### config.mk
export PLATFORM = sky130hd
export DESIGN_NAME = mp_uart_node
export DESIGN_NICKNAME = d
export VERILOG_FILES = /design/src/rtl/mpu_pkg.sv /design/src/rtl/mpu_line_sync.sv /design/src/rtl/mpu_rx_deser.sv /design/src/rtl/mpu_wake_filter.sv /design/src/rtl/mpu_tx_ser.sv /design/src/rtl/mp_uart_node.sv
export SDC_FILE = /design/constraint.sdc
export NUM_CORES = 1
export LEC_CHECK = 0
export BUFFER_PORTS_ARGS = -buffer_cell sky130_fd_sc_hd__clkbuf_2
export CORE_MARGIN = 2
export CORE_UTILIZATION = 25
export CTS_CLUSTER_SIZE = 20
export DETAILED_ROUTE_END_ITERATION = 16
export PLACE_DENSITY = 0.45
export SETUP_SLACK_MARGIN = 0.1
export SLEW_MARGIN = 20
export SYNTH_ARGS = -nofsm -noshare
export SYNTH_HDL_FRONTEND = slang
export SYNTH_SLANG_ARGS = --single-unit
export TNS_END_PERCENT = 20
### constraint.sdc
create_clock -name clk -period 1.8 [get_ports clk]
set_input_delay 0.18 -clock clk [delete_from_list [all_inputs] [get_ports clk]]
set_output_delay 0.18 -clock clk [all_outputs]
set_load 0.02 [all_outputs]
### src/rtl/mpu_pkg.sv
package mpu_pkg;

   localparam int unsigned MPU_BYTE_W = 8;

   typedef enum logic [2:0] {
      RX_IDLE  = 3'd0,
      RX_START = 3'd1,
      RX_DATA  = 3'd2,
      RX_STOP  = 3'd3,
      RX_BREAK = 3'd4
   } rx_state_e;

   typedef enum logic {
      TX_IDLE = 1'b0,
      TX_SEND = 1'b1
   } tx_state_e;

endpackage

### src/rtl/mpu_line_sync.sv
module mpu_line_sync #(
   parameter int unsigned STAGES = 2
) (
   input  logic clk,
   input  logic rst_n,
   input  logic line_i,
   output logic line_o
);

   generate
      if (STAGES == 0) begin : g_bypass
         assign line_o = line_i;
      end else begin : g_chain
         logic [STAGES-1:0] chain_q;
         always_ff @(posedge clk or negedge rst_n) begin
            if (!rst_n) begin
               chain_q <= '1;
            end else if (STAGES == 1) begin
               chain_q[0] <= line_i;
            end else begin
               chain_q <= {chain_q[STAGES-2:0], line_i};
            end
         end
         assign line_o = chain_q[STAGES-1];
      end
   endgenerate

endmodule

### src/rtl/mpu_rx_deser.sv
module mpu_rx_deser
   import mpu_pkg::*;
#(
   parameter int unsigned CLKS_PER_BIT = 16,
   parameter int unsigned DATA_W       = 8
) (
   input  logic              clk,
   input  logic              rst_n,
   input  logic              en_i,
   input  logic              line_i,
   output logic              done_o,
   output logic [DATA_W-1:0] data_o,
   output logic              bit8_o,
   output logic              stop_ok_o
);

   localparam int unsigned CW    = $clog2(CLKS_PER_BIT);
   localparam int unsigned NBITS = DATA_W + 1;
   localparam int unsigned BW    = $clog2(NBITS + 1);
   localparam logic [CW-1:0] LAST_TICK = CW'(CLKS_PER_BIT - 1);
   localparam logic [CW-1:0] MID_TICK  = CW'(CLKS_PER_BIT / 2 - 1);
   localparam logic [BW-1:0] LAST_BIT  = BW'(NBITS - 1);

   rx_state_e        state_q;
   logic [CW-1:0]    tick_q;
   logic [BW-1:0]    bitn_q;
   logic [NBITS-1:0] shift_q;
   logic             done_q;
   logic             stop_q;

   always_ff @(posedge clk or negedge rst_n) begin
      if (!rst_n) begin
         state_q <= RX_IDLE;
         tick_q  <= '0;
         bitn_q  <= '0;
         shift_q <= '0;
         done_q  <= 1'b0;
         stop_q  <= 1'b0;
      end else begin
         done_q <= 1'b0;
         if (!en_i) begin
            state_q <= RX_IDLE;
            tick_q  <= '0;
         end else begin
            unique case (state_q)
               RX_IDLE: begin
                  tick_q <= '0;
                  if (!line_i) state_q <= RX_START;
               end
               RX_START: begin
                  if (tick_q == MID_TICK) begin
                     tick_q <= '0;
                     bitn_q <= '0;
                     state_q <= line_i ? RX_IDLE : RX_DATA;
                  end else begin
                     tick_q <= tick_q + 1'b1;
                  end
               end
               RX_DATA: begin
                  if (tick_q == LAST_TICK) begin
                     tick_q  <= '0;
                     shift_q <= {line_i, shift_q[NBITS-1:1]};
                     if (bitn_q == LAST_BIT) begin
                        state_q <= RX_STOP;
                     end else begin
                        bitn_q <= bitn_q + 1'b1;
                     end
                  end else begin
                     tick_q <= tick_q + 1'b1;
                  end
               end
               RX_STOP: begin
                  if (tick_q == LAST_TICK) begin
                     tick_q  <= '0;
                     done_q  <= 1'b1;
                     stop_q  <= line_i;
                     state_q <= line_i ? RX_IDLE : RX_BREAK;
                  end else begin
                     tick_q <= tick_q + 1'b1;
                  end
               end
               RX_BREAK: begin
                  if (line_i) state_q <= RX_IDLE;
               end
               default: state_q <= RX_IDLE;
            endcase
         end
      end
   end

   assign done_o    = done_q;
   assign stop_ok_o = stop_q;
   assign data_o    = shift_q[DATA_W-1:0];
   assign bit8_o    = shift_q[DATA_W];

endmodule

### src/rtl/mpu_wake_filter.sv
module mpu_wake_filter #(
   parameter int unsigned DATA_W = 8
) (
   input  logic              clk,
   input  logic              rst_n,
   input  logic              done_i,
   input  logic [DATA_W-1:0] data_i,
   input  logic              bit8_i,
   input  logic              stop_ok_i,
   input  logic [DATA_W-1:0] own_addr_i,
   input  logic              wake_set_i,
   output logic              wake_o,
   output logic              valid_o,
   output logic              irq_o,
   output logic              ferr_o,
   output logic [DATA_W-1:0] data_o,
   output logic              bit8_o
);

   logic              wake_q;
   logic              valid_q;
   logic              irq_q;
   logic              ferr_q;
   logic [DATA_W-1:0] data_q;
   logic              bit8_q;
   logic              addr_hit;
   logic              accept;

   assign addr_hit = (data_i == own_addr_i);
   assign accept   = done_i && stop_ok_i &&
                     (bit8_i ? addr_hit : !wake_q);

   always_ff @(posedge clk or negedge rst_n) begin
      if (!rst_n) begin
         wake_q  <= 1'b1;
         valid_q <= 1'b0;
         irq_q   <= 1'b0;
         ferr_q  <= 1'b0;
         data_q  <= '0;
         bit8_q  <= 1'b0;
      end else begin
         valid_q <= accept;
         irq_q   <= accept;
         ferr_q  <= done_i && !stop_ok_i;
         if (accept) begin
            data_q <= data_i;
            bit8_q <= bit8_i;
         end
         if (done_i && stop_ok_i && bit8_i) begin
            wake_q <= !addr_hit;
         end
         if (wake_set_i) begin
            wake_q <= 1'b1;
         end
      end
   end

   assign wake_o  = wake_q;
   assign valid_o = valid_q;
   assign irq_o   = irq_q;
   assign ferr_o  = ferr_q;
   assign data_o  = data_q;
   assign bit8_o  = bit8_q;

endmodule

### src/rtl/mpu_tx_ser.sv
module mpu_tx_ser
   import mpu_pkg::*;
#(
   parameter int unsigned CLKS_PER_BIT = 16,
   parameter int unsigned DATA_W       = 8
) (
   input  logic              clk,
   input  logic              rst_n,
   input  logic              start_i,
   input  logic [DATA_W-1:0] data_i,
   input  logic              bit8_i,
   output logic              tx_o,
   output logic              busy_o
);

   localparam int unsigned FW = DATA_W + 3;
   localparam int unsigned CW = $clog2(CLKS_PER_BIT);
   localparam int unsigned BW = $clog2(FW + 1);
   localparam logic [CW-1:0] LAST_TICK = CW'(CLKS_PER_BIT - 1);
   localparam logic [BW-1:0] LAST_BIT  = BW'(FW - 1);

   tx_state_e     state_q;
   logic [FW-1:0] shift_q;
   logic [CW-1:0] tick_q;
   logic [BW-1:0] bitn_q;

   always_ff @(posedge clk or negedge rst_n) begin
      if (!rst_n) begin
         state_q <= TX_IDLE;
         shift_q <= '1;
         tick_q  <= '0;
         bitn_q  <= '0;
      end else begin
         unique case (state_q)
            TX_IDLE: begin
               if (start_i) begin
                  shift_q <= {1'b1, bit8_i, data_i, 1'b0};
                  tick_q  <= '0;
                  bitn_q  <= '0;
                  state_q <= TX_SEND;
               end
            end
            TX_SEND: begin
               if (tick_q == LAST_TICK) begin
                  tick_q  <= '0;
                  shift_q <= {1'b1, shift_q[FW-1:1]};
                  if (bitn_q == LAST_BIT) begin
                     state_q <= TX_IDLE;
                  end else begin
                     bitn_q <= bitn_q + 1'b1;
                  end
               end else begin
                  tick_q <= tick_q + 1'b1;
               end
            end
            default: state_q <= TX_IDLE;
         endcase
      end
   end

   assign tx_o   = shift_q[0];
   assign busy_o = (state_q == TX_SEND);

endmodule

### src/rtl/mp_uart_node.sv
module mp_uart_node
   import mpu_pkg::*;
#(
   parameter int unsigned CLKS_PER_BIT = 16,
   parameter int unsigned SYNC_STAGES  = 2,
   parameter int unsigned DATA_W       = MPU_BYTE_W
) (
   input  logic              clk,
   input  logic              rst_n,
   input  logic              rx_i,
   input  logic              cfg_en_i,
   input  logic [DATA_W-1:0] cfg_addr_i,
   input  logic              cfg_wake_set_i,
   output logic [DATA_W-1:0] rx_data_o,
   output logic              rx_bit8_o,
   output logic              rx_valid_o,
   output logic              rx_irq_o,
   output logic              wake_o,
   output logic              frame_err_o,
   input  logic              tx_start_i,
   input  logic [DATA_W-1:0] tx_data_i,
   input  logic              tx_bit8_i,
   output logic              tx_o,
   output logic              tx_busy_o
);

   generate
      if (CLKS_PER_BIT < 4) begin : g_bad_cpb
         $error("CLKS_PER_BIT must be at least 4");
      end
      if (DATA_W < 1) begin : g_bad_width
         $error("DATA_W must be at least 1");
      end
      if (SYNC_STAGES > 4) begin : g_bad_sync
         $error("SYNC_STAGES must be 4 or fewer");
      end
   endgenerate

   logic              line_s;
   logic              fr_done;
   logic [DATA_W-1:0] fr_data;
   logic              fr_bit8;
   logic              fr_stop_ok;

   mpu_line_sync #(
      .STAGES (SYNC_STAGES)
   ) u_sync (
      .clk    (clk),
      .rst_n  (rst_n),
      .line_i (rx_i),
      .line_o (line_s)
   );

   mpu_rx_deser #(
      .CLKS_PER_BIT (CLKS_PER_BIT),
      .DATA_W       (DATA_W)
   ) u_rx (
      .clk       (clk),
      .rst_n     (rst_n),
      .en_i      (cfg_en_i),
      .line_i    (line_s),
      .done_o    (fr_done),
      .data_o    (fr_data),
      .bit8_o    (fr_bit8),
      .stop_ok_o (fr_stop_ok)
   );

   mpu_wake_filter #(
      .DATA_W (DATA_W)
   ) u_filt (
      .clk        (clk),
      .rst_n      (rst_n),
      .done_i     (fr_done),
      .data_i     (fr_data),
      .bit8_i     (fr_bit8),
      .stop_ok_i  (fr_stop_ok),
      .own_addr_i (cfg_addr_i),
      .wake_set_i (cfg_wake_set_i),
      .wake_o     (wake_o),
      .valid_o    (rx_valid_o),
      .irq_o      (rx_irq_o),
      .ferr_o     (frame_err_o),
      .data_o     (rx_data_o),
      .bit8_o     (rx_bit8_o)
   );

   mpu_tx_ser #(
      .CLKS_PER_BIT (CLKS_PER_BIT),
      .DATA_W       (DATA_W)
   ) u_tx (
      .clk     (clk),
      .rst_n   (rst_n),
      .start_i (tx_start_i),
      .data_i  (tx_data_i),
      .bit8_i  (tx_bit8_i),
      .tx_o    (tx_o),
      .busy_o  (tx_busy_o)
   );

endmodule

Yosys cells after proc, flatten, opt, wreduce, memory -nomap -nowiden
Cells that the tools add are included.
{ "word_totals": {"regBits": 56, "inputBits": 23} }
{ "classes": {"addsub": 4, "n_eq_ne": 23, "mux": 37, "n_bitwise": 1, "reduce_logical": 17} }
{ "ops": {"columns": ["cell", "n"], "rows": [
  ["2-to-1 mux 4 bit", 10],
  ["2-to-1 mux 3 bit", 8],
  ["one-hot mux 4 bit (2 select lines)", 3],
  ["2-to-1 mux 11 bit", 2],
  ["one-hot mux 11 bit (2 select lines)", 1],
  ["adder 4 x 1 -> 4 bit (second input constant)", 4],
  ["equality test 4 bit (second input constant)", 4],
  ["one-hot mux 3 bit (5 select lines)", 1],
  ["inequality test 3 x 2 -> 1 bit (second input constant)", 4],
  ["one-hot mux 4 bit (3 select lines)", 1],
  ["2-to-1 mux 1 bit", 9],
  ["AND reduction 3 bit", 3],
  ["equality test 8 bit", 1],
  ["inequality test 2 bit (second input constant)", 4],
  ["equality test 3 x 2 -> 1 bit (second input constant)", 2],
  ["inequality test 3 bit (second input constant)", 2],
  ["AND reduction 6 bit", 1],
  ["AND reduction 5 bit", 1],
  ["equality test 4 x 3 -> 1 bit (second input constant)", 1],
  ["logical AND 1 bit", 4],
  ["inequality test 2 x 1 -> 1 bit (second input constant)", 2],
  ["inequality test 4 x 2 -> 1 bit (second input constant)", 1],
  ["nonzero test 2 bit", 2],
  ["equality test 3 x 1 -> 1 bit (second input constant)", 1],
  ["8 further kinds", 10]
]} }

Logic depth before layout (Yosys ltp)
{ "depth": {"word_depth": 5, "depth_mapped": 7} }

By module
From an unflattened synthesis, not the netlist that was laid out.
{ "unflattened": {"cells_unflattened": 254, "area_unflattened_um2": 2731.4} }
{ "by_module_without_submodules": {"columns": ["module", "instances", "cells_each", "area_per_inst_um2", "seq_area_each_um2"], "rows": [
  ["mpu_rx_deser", 1, 121, 1087.3, 550.5],
  ["mpu_tx_ser", 1, 88, 1028.5, 488.0],
  ["mpu_wake_filter", 1, 43, 563.0, 301.5],
  ["mpu_line_sync", 1, 2, 52.6, 52.6]
]} }

Least setup slack after synthesis
OpenSTA, ideal clock, no wires.
{ "synth_timing": {"kind": "reg-to-reg", "startpoint": "register u_rx.bitn_q[0]", "endpoint": "register u_rx.bitn_q[2]", "setup_time_ps": 126, "arrival_ps": 1465, "slack_ps": 209, "path_stages_with_launch": 7, "path_cell_list": "dfrtp_1 > inv_1 > ha_1 > nand3b_1 > a31oi_1 > or3_1 > a221o_1"} }
{ "synth_via": {"elab_chain_cells": 4} }
{ "synth_rtl": {"columns": ["item", "line", "source"], "rows": [
  ["from (decl)", "mpu_rx_deser.sv:26", "logic [BW-1:0] bitn_q;"],
  ["from (signal assigned)", "mpu_rx_deser.sv:66", "bitn_q <= bitn_q + 1'b1;"],
  ["adder 4 x 1 -> 4 bit", "mpu_rx_deser.sv:66", null],
  ["2-to-1 mux 4 bit", "mpu_rx_deser.sv:63", "if (bitn_q == LAST_BIT) begin"],
  ["2-to-1 mux 4 bit", "mpu_rx_deser.sv:60", "if (tick_q == LAST_TICK) begin"],
  ["one-hot mux 4 bit (2 select lines)", "mpu_rx_deser.sv:45", "unique case (state_q)"]
]} }
Several ways; a longest one is shown, not always the timed one. The select of a mux whose other input is x is not followed.
A chain may end at the register's enable or synchronous reset.

Final worst setup path
{ "layout_timing": {"startpoint": "register u_rx.tick_q[3]", "endpoint": "register u_rx.bitn_q[2]"} }
{ "layout_via": {"elab_chain_cells": 3} }
{ "layout_rtl": {"columns": ["item", "line", "source"], "rows": [
  ["from (decl)", "mpu_rx_deser.sv:25", "logic [CW-1:0] tick_q;"],
  ["from (signal assigned)", "mpu_rx_deser.sv:56", "tick_q <= tick_q + 1'b1;"],
  ["from (signal assigned)", "mpu_rx_deser.sv:69", "tick_q <= tick_q + 1'b1;"],
  ["from (signal assigned)", "mpu_rx_deser.sv:79", "tick_q <= tick_q + 1'b1;"],
  ["equality test 4 bit / equality test 4 x 3 -> 1 bit (equally long branches)", "mpu_rx_deser.sv:60, mpu_rx_deser.sv:51", null],
  ["inequality test 2 x 1 -> 1 bit (no line)", null, null],
  ["AND reduction 5 bit (no line) (*)", null, null]
]} }
Every way passes the cells marked *; elsewhere a longest branch is shown, timed or not.

==> impl_metrics.env <==
export IMPL_slew_viol_final=0
export IMPL_core_sq_mm=0.0103
export IMPL_fillers=1055
export IMPL_synth_seq_cells=55
export IMPL_placed_cells=422
export IMPL_fin_area_sq_mm=0.00332
export IMPL_nNetsFinal=330
export IMPL_critPathTopFamily="simple AND/OR/NAND/NOR gates"
export IMPL_p_comb_share_pct=22.0
export IMPL_portBuffers=37
export IMPL_gp_congestion=0.731
export IMPL_stdcell_count=438
export IMPL_antenna_cells=0
export IMPL_layout_commonest_cell="dfrtp_1"
export IMPL_clock_power_share_pct=23.2
export IMPL_wl_per_cell_um=12.2
export IMPL_crit_fanout=7
export IMPL_grt_max_degree=30
export IMPL_cts_sinks=55
export IMPL_endpoint="u_rx.bitn_q[2]"
export IMPL_dieArea_sq_mm=0.0115
export IMPL_cts_tree="done"
export IMPL_yosys_warnings=0
export IMPL_syn_area_sq_mm=0.00266
export IMPL_dp_hpwl_um=3890
export IMPL_arrival_ns=1.85
export IMPL_grt_pass1_wl_um=9090
export IMPL_timing_rr_end="u_rx.bitn_q[2]"
export IMPL_outcome="finished, final reports clean"
export IMPL_yosys_area_top_type_share_pct=39.5
export IMPL_slew_headroom_pct=65.4
export IMPL_final_cell_mix="dfrtp_1 (42), clkbuf_2 (37), buf_4 (21)"
export IMPL_drt_initial_drc_count=69
export IMPL_critPathSlowestCell="dfrtp_1"
export IMPL_crit_start="u_rx.tick_q[3]"
export IMPL_htree_num_levels=2
export IMPL_synthDistinctLibCells=45
export IMPL_ys_dominant_reg_cell="dfrtp_1"
export IMPL_clockBufferDepth=2
export IMPL_rsz0062_at_grt="true"
export IMPL_max_freq_ghz=0.605
export IMPL_ioPinCount=38
export IMPL_path_class="register to register"
export IMPL_fin_crit_ns=1.65
export IMPL_p_int_mw=2.14
export IMPL_ys_async_sr_fraction_pct=100
export IMPL_crit_required_ns=2.00
export IMPL_clockRootBuffer="clkbuf_8"
export IMPL_worst_slew_pin_slew_ns=0.515
export IMPL_netlist_top_cells_area="dfrtp_1 (40%), dfstp_2 (13%), mux2_2 (8.1%)"
export IMPL_max_stage_delay_ns=0.48
export IMPL_p_sw_share_pct=30.8
export IMPL_post_place_ws_ns=0.0886
export IMPL_total_power_mw=3.10
export IMPL_netlist_instances=240
export IMPL_regToRegStartpoint="u_rx.tick_q[3]"
export IMPL_r2r_setup_slack_ns=0.15
export IMPL_placed_area_sq_mm=0.00313
export IMPL_cap_violations=0
export IMPL_setup_viol=0
export IMPL_fin_setup_tns_ns=0
export IMPL_cellLeakagePower_nw=1.64
export IMPL_die_h_um=107
export IMPL_drc=0
export IMPL_grt_pass1_vias=1968
export IMPL_postLayoutSetupSlackWorst_ns=0.148
export IMPL_clock_latency_ns=0.31
export IMPL_utilization_pct=32.2
export IMPL_synth_enable_flop_cells=0
export IMPL_yosysSeqAreaShare_pct=52.4
export IMPL_peakVddDrop_uv=340
export IMPL_finalHoldViolations=0
export IMPL_drt_pass1_iterations=4
export IMPL_clkTransAtPathRegs_ns=0.11
export IMPL_cp_cell_sequence="nor3b_1 -> a31oi_2 -> or3_4 -> a221o_1"
export IMPL_vias=1948
export IMPL_start_kind="register"
export IMPL_power_density_mw_per_mm2=933
export IMPL_endpoint_kind="register"
export IMPL_synth_nets=269
export IMPL_drive_above_1_share_pct=37.4
export IMPL_die_x_um=107
export IMPL_gr_total_overflow=0
export IMPL_finalClockSkew_ns=0.00847
export IMPL_wl_um=5340
export IMPL_via_per_inst=4.45
export IMPL_power_frac_seq_pct=54.8
export IMPL_min_path_type="input pin to register"
export IMPL_cts_buffers=5
export IMPL_grt_total_usage_pct=9.90
export IMPL_fin_hold_ws_ns=0.0536
export IMPL_synth_top_area_cell="dfrtp_1"
export IMPL_cp_depth=4
export IMPL_p_switching_mw=0.953
export IMPL_rows=37
export IMPL_r2r_cells=4
export IMPL_initial_core_util_pct=25.7
export IMPL_crit_buf_inv=0
export IMPL_syn_area_per_cell_sq_um=11.1
export IMPL_antenna_found_initial=0
export IMPL_antenna_left=0
export IMPL_post_route_period_util_pct=91.8
export IMPL_area_growth_syn_to_layout_pct=24.9
cell families (layout without fill, tap and decap cells):
kind of cell / after synthesis / after routing / synth area share [%]
compound gates: 44 / 44 / 11.3
flops: 55 / 55 / 52.4
buf+inv: 20 / 82 / 3.20
fa+ha+maj: 6 / 6 / 2.82
simple gates: 75 / 75 / 14.9
mux: 29 / 29 / 11.8
xor+xnor: 11 / 11 / 3.63
worst min-delay path by stage:
| stage | from | end | slack (ns) | depth (start not counted) |
|---|---|---|---|---|
| floorplan | rst_n | u_filt.bit8_o | -0.12 | 0 |
| global placement | rst_n | u_tx.busy_o | 0.10 | 1 |
| detailed placement | rst_n | u_tx.busy_o | 0.11 | 1 |
| CTS | cfg_wake_set_i | u_filt.wake_o | 0.05 | 2 |
| global route | cfg_wake_set_i | u_filt.wake_o | 0.04 | 2 |
| finish | cfg_wake_set_i | u_filt.wake_o | 0.05 | 2 |
worst reg2reg max path, delay by kind of cell (launching register included):
kind | cells | cell delay, ns
and+or+nand+nor | 2 | 0.69
DFF | 1 | 0.48
AOI/OAI and AO/OA | 2 | 0.38
power groups by stage:
| stage | sequential, mW | clock [mW] | combinational [mW] |
|---|---|---|---|
| 6_report | 1.70 | 0.719 | 0.682 |
| 5_1_grt | 1.74 | 0.804 | 0.791 |
| 4_1_cts | 1.70 | 0.762 | 0.691 |
| 3_5_place_dp | 1.72 | 0 | 0.685 |
| 3_3_place_gp | 1.72 | 0 | 0.667 |
| 2_1_floorplan | 1.69 | 0 | 0.494 |
per-layer routing:
layer  part of all wire, %  track usage, %
met4                   1.0            2.78
met5                     0               0
met2                    47            15.9
met1                    48            13.1
met3                   3.3            2.74
area by class of cell:
type	count	area [sq um]	share of cell area, %
clock inverter	3	23.8	0.716
clock buffer	5	68.8	2.07
tap	136	170	5.13
inverter	11	41.3	1.24
multi-input combinational	165	1210	36.4
timing repair buffer	63	414	12.5
sequential	55	1390	42.0
timing repair:
| action | CTS | global route |
|---|---|---|
| buffers inserted | 1 | 5 |
| endpoints found under the hold margin | 5 | 0 |
| gates resized for setup | 0 | 8 |
| pin swaps | 1 | 5 |
| endpoints found under the setup margin | 5 | 19 |
| hold buffers | 2 | 0 |
cells in the mapped netlist (3+ instances only):
library cell / instances
nor2_1: 9
ha_1: 6
nor3b_1: 4
dfrtp_1: 42
a31oi_1: 3
nand2_1: 19
nand3b_1: 3
and3_1: 5
nand3_1: 9
a22o_1: 3
nor2b_1: 6
a21oi_1: 4
mux2_2: 19
o21ai_0: 16
and2_1: 3
buf_2: 5
nand2b_1: 5
mux2i_1: 10
xor2_1: 11
dfstp_2: 13
inv_1: 11
nor3_1: 6
flip-flops by register name, summed over array words and instances, names as in the netlist:
register                count
u_tx.shift_q               10
u_tx.busy_o                 1
u_filt.bit8_o               1
u_tx.bitn_q                 4
u_sync.g_chain.chain_q      2
u_tx.tick_q                 4
u_filt.wake_o               1
u_rx.done_o                 1
u_filt.data_o               8
u_rx.shift_q                9
u_rx.state_q                3
u_rx.tick_q                 4
u_rx.bitn_q                 4
u_filt.ferr_o               1
u_rx.stop_ok_o              1
u_filt.valid_o              1
Power figures use the tool's default switching activity.
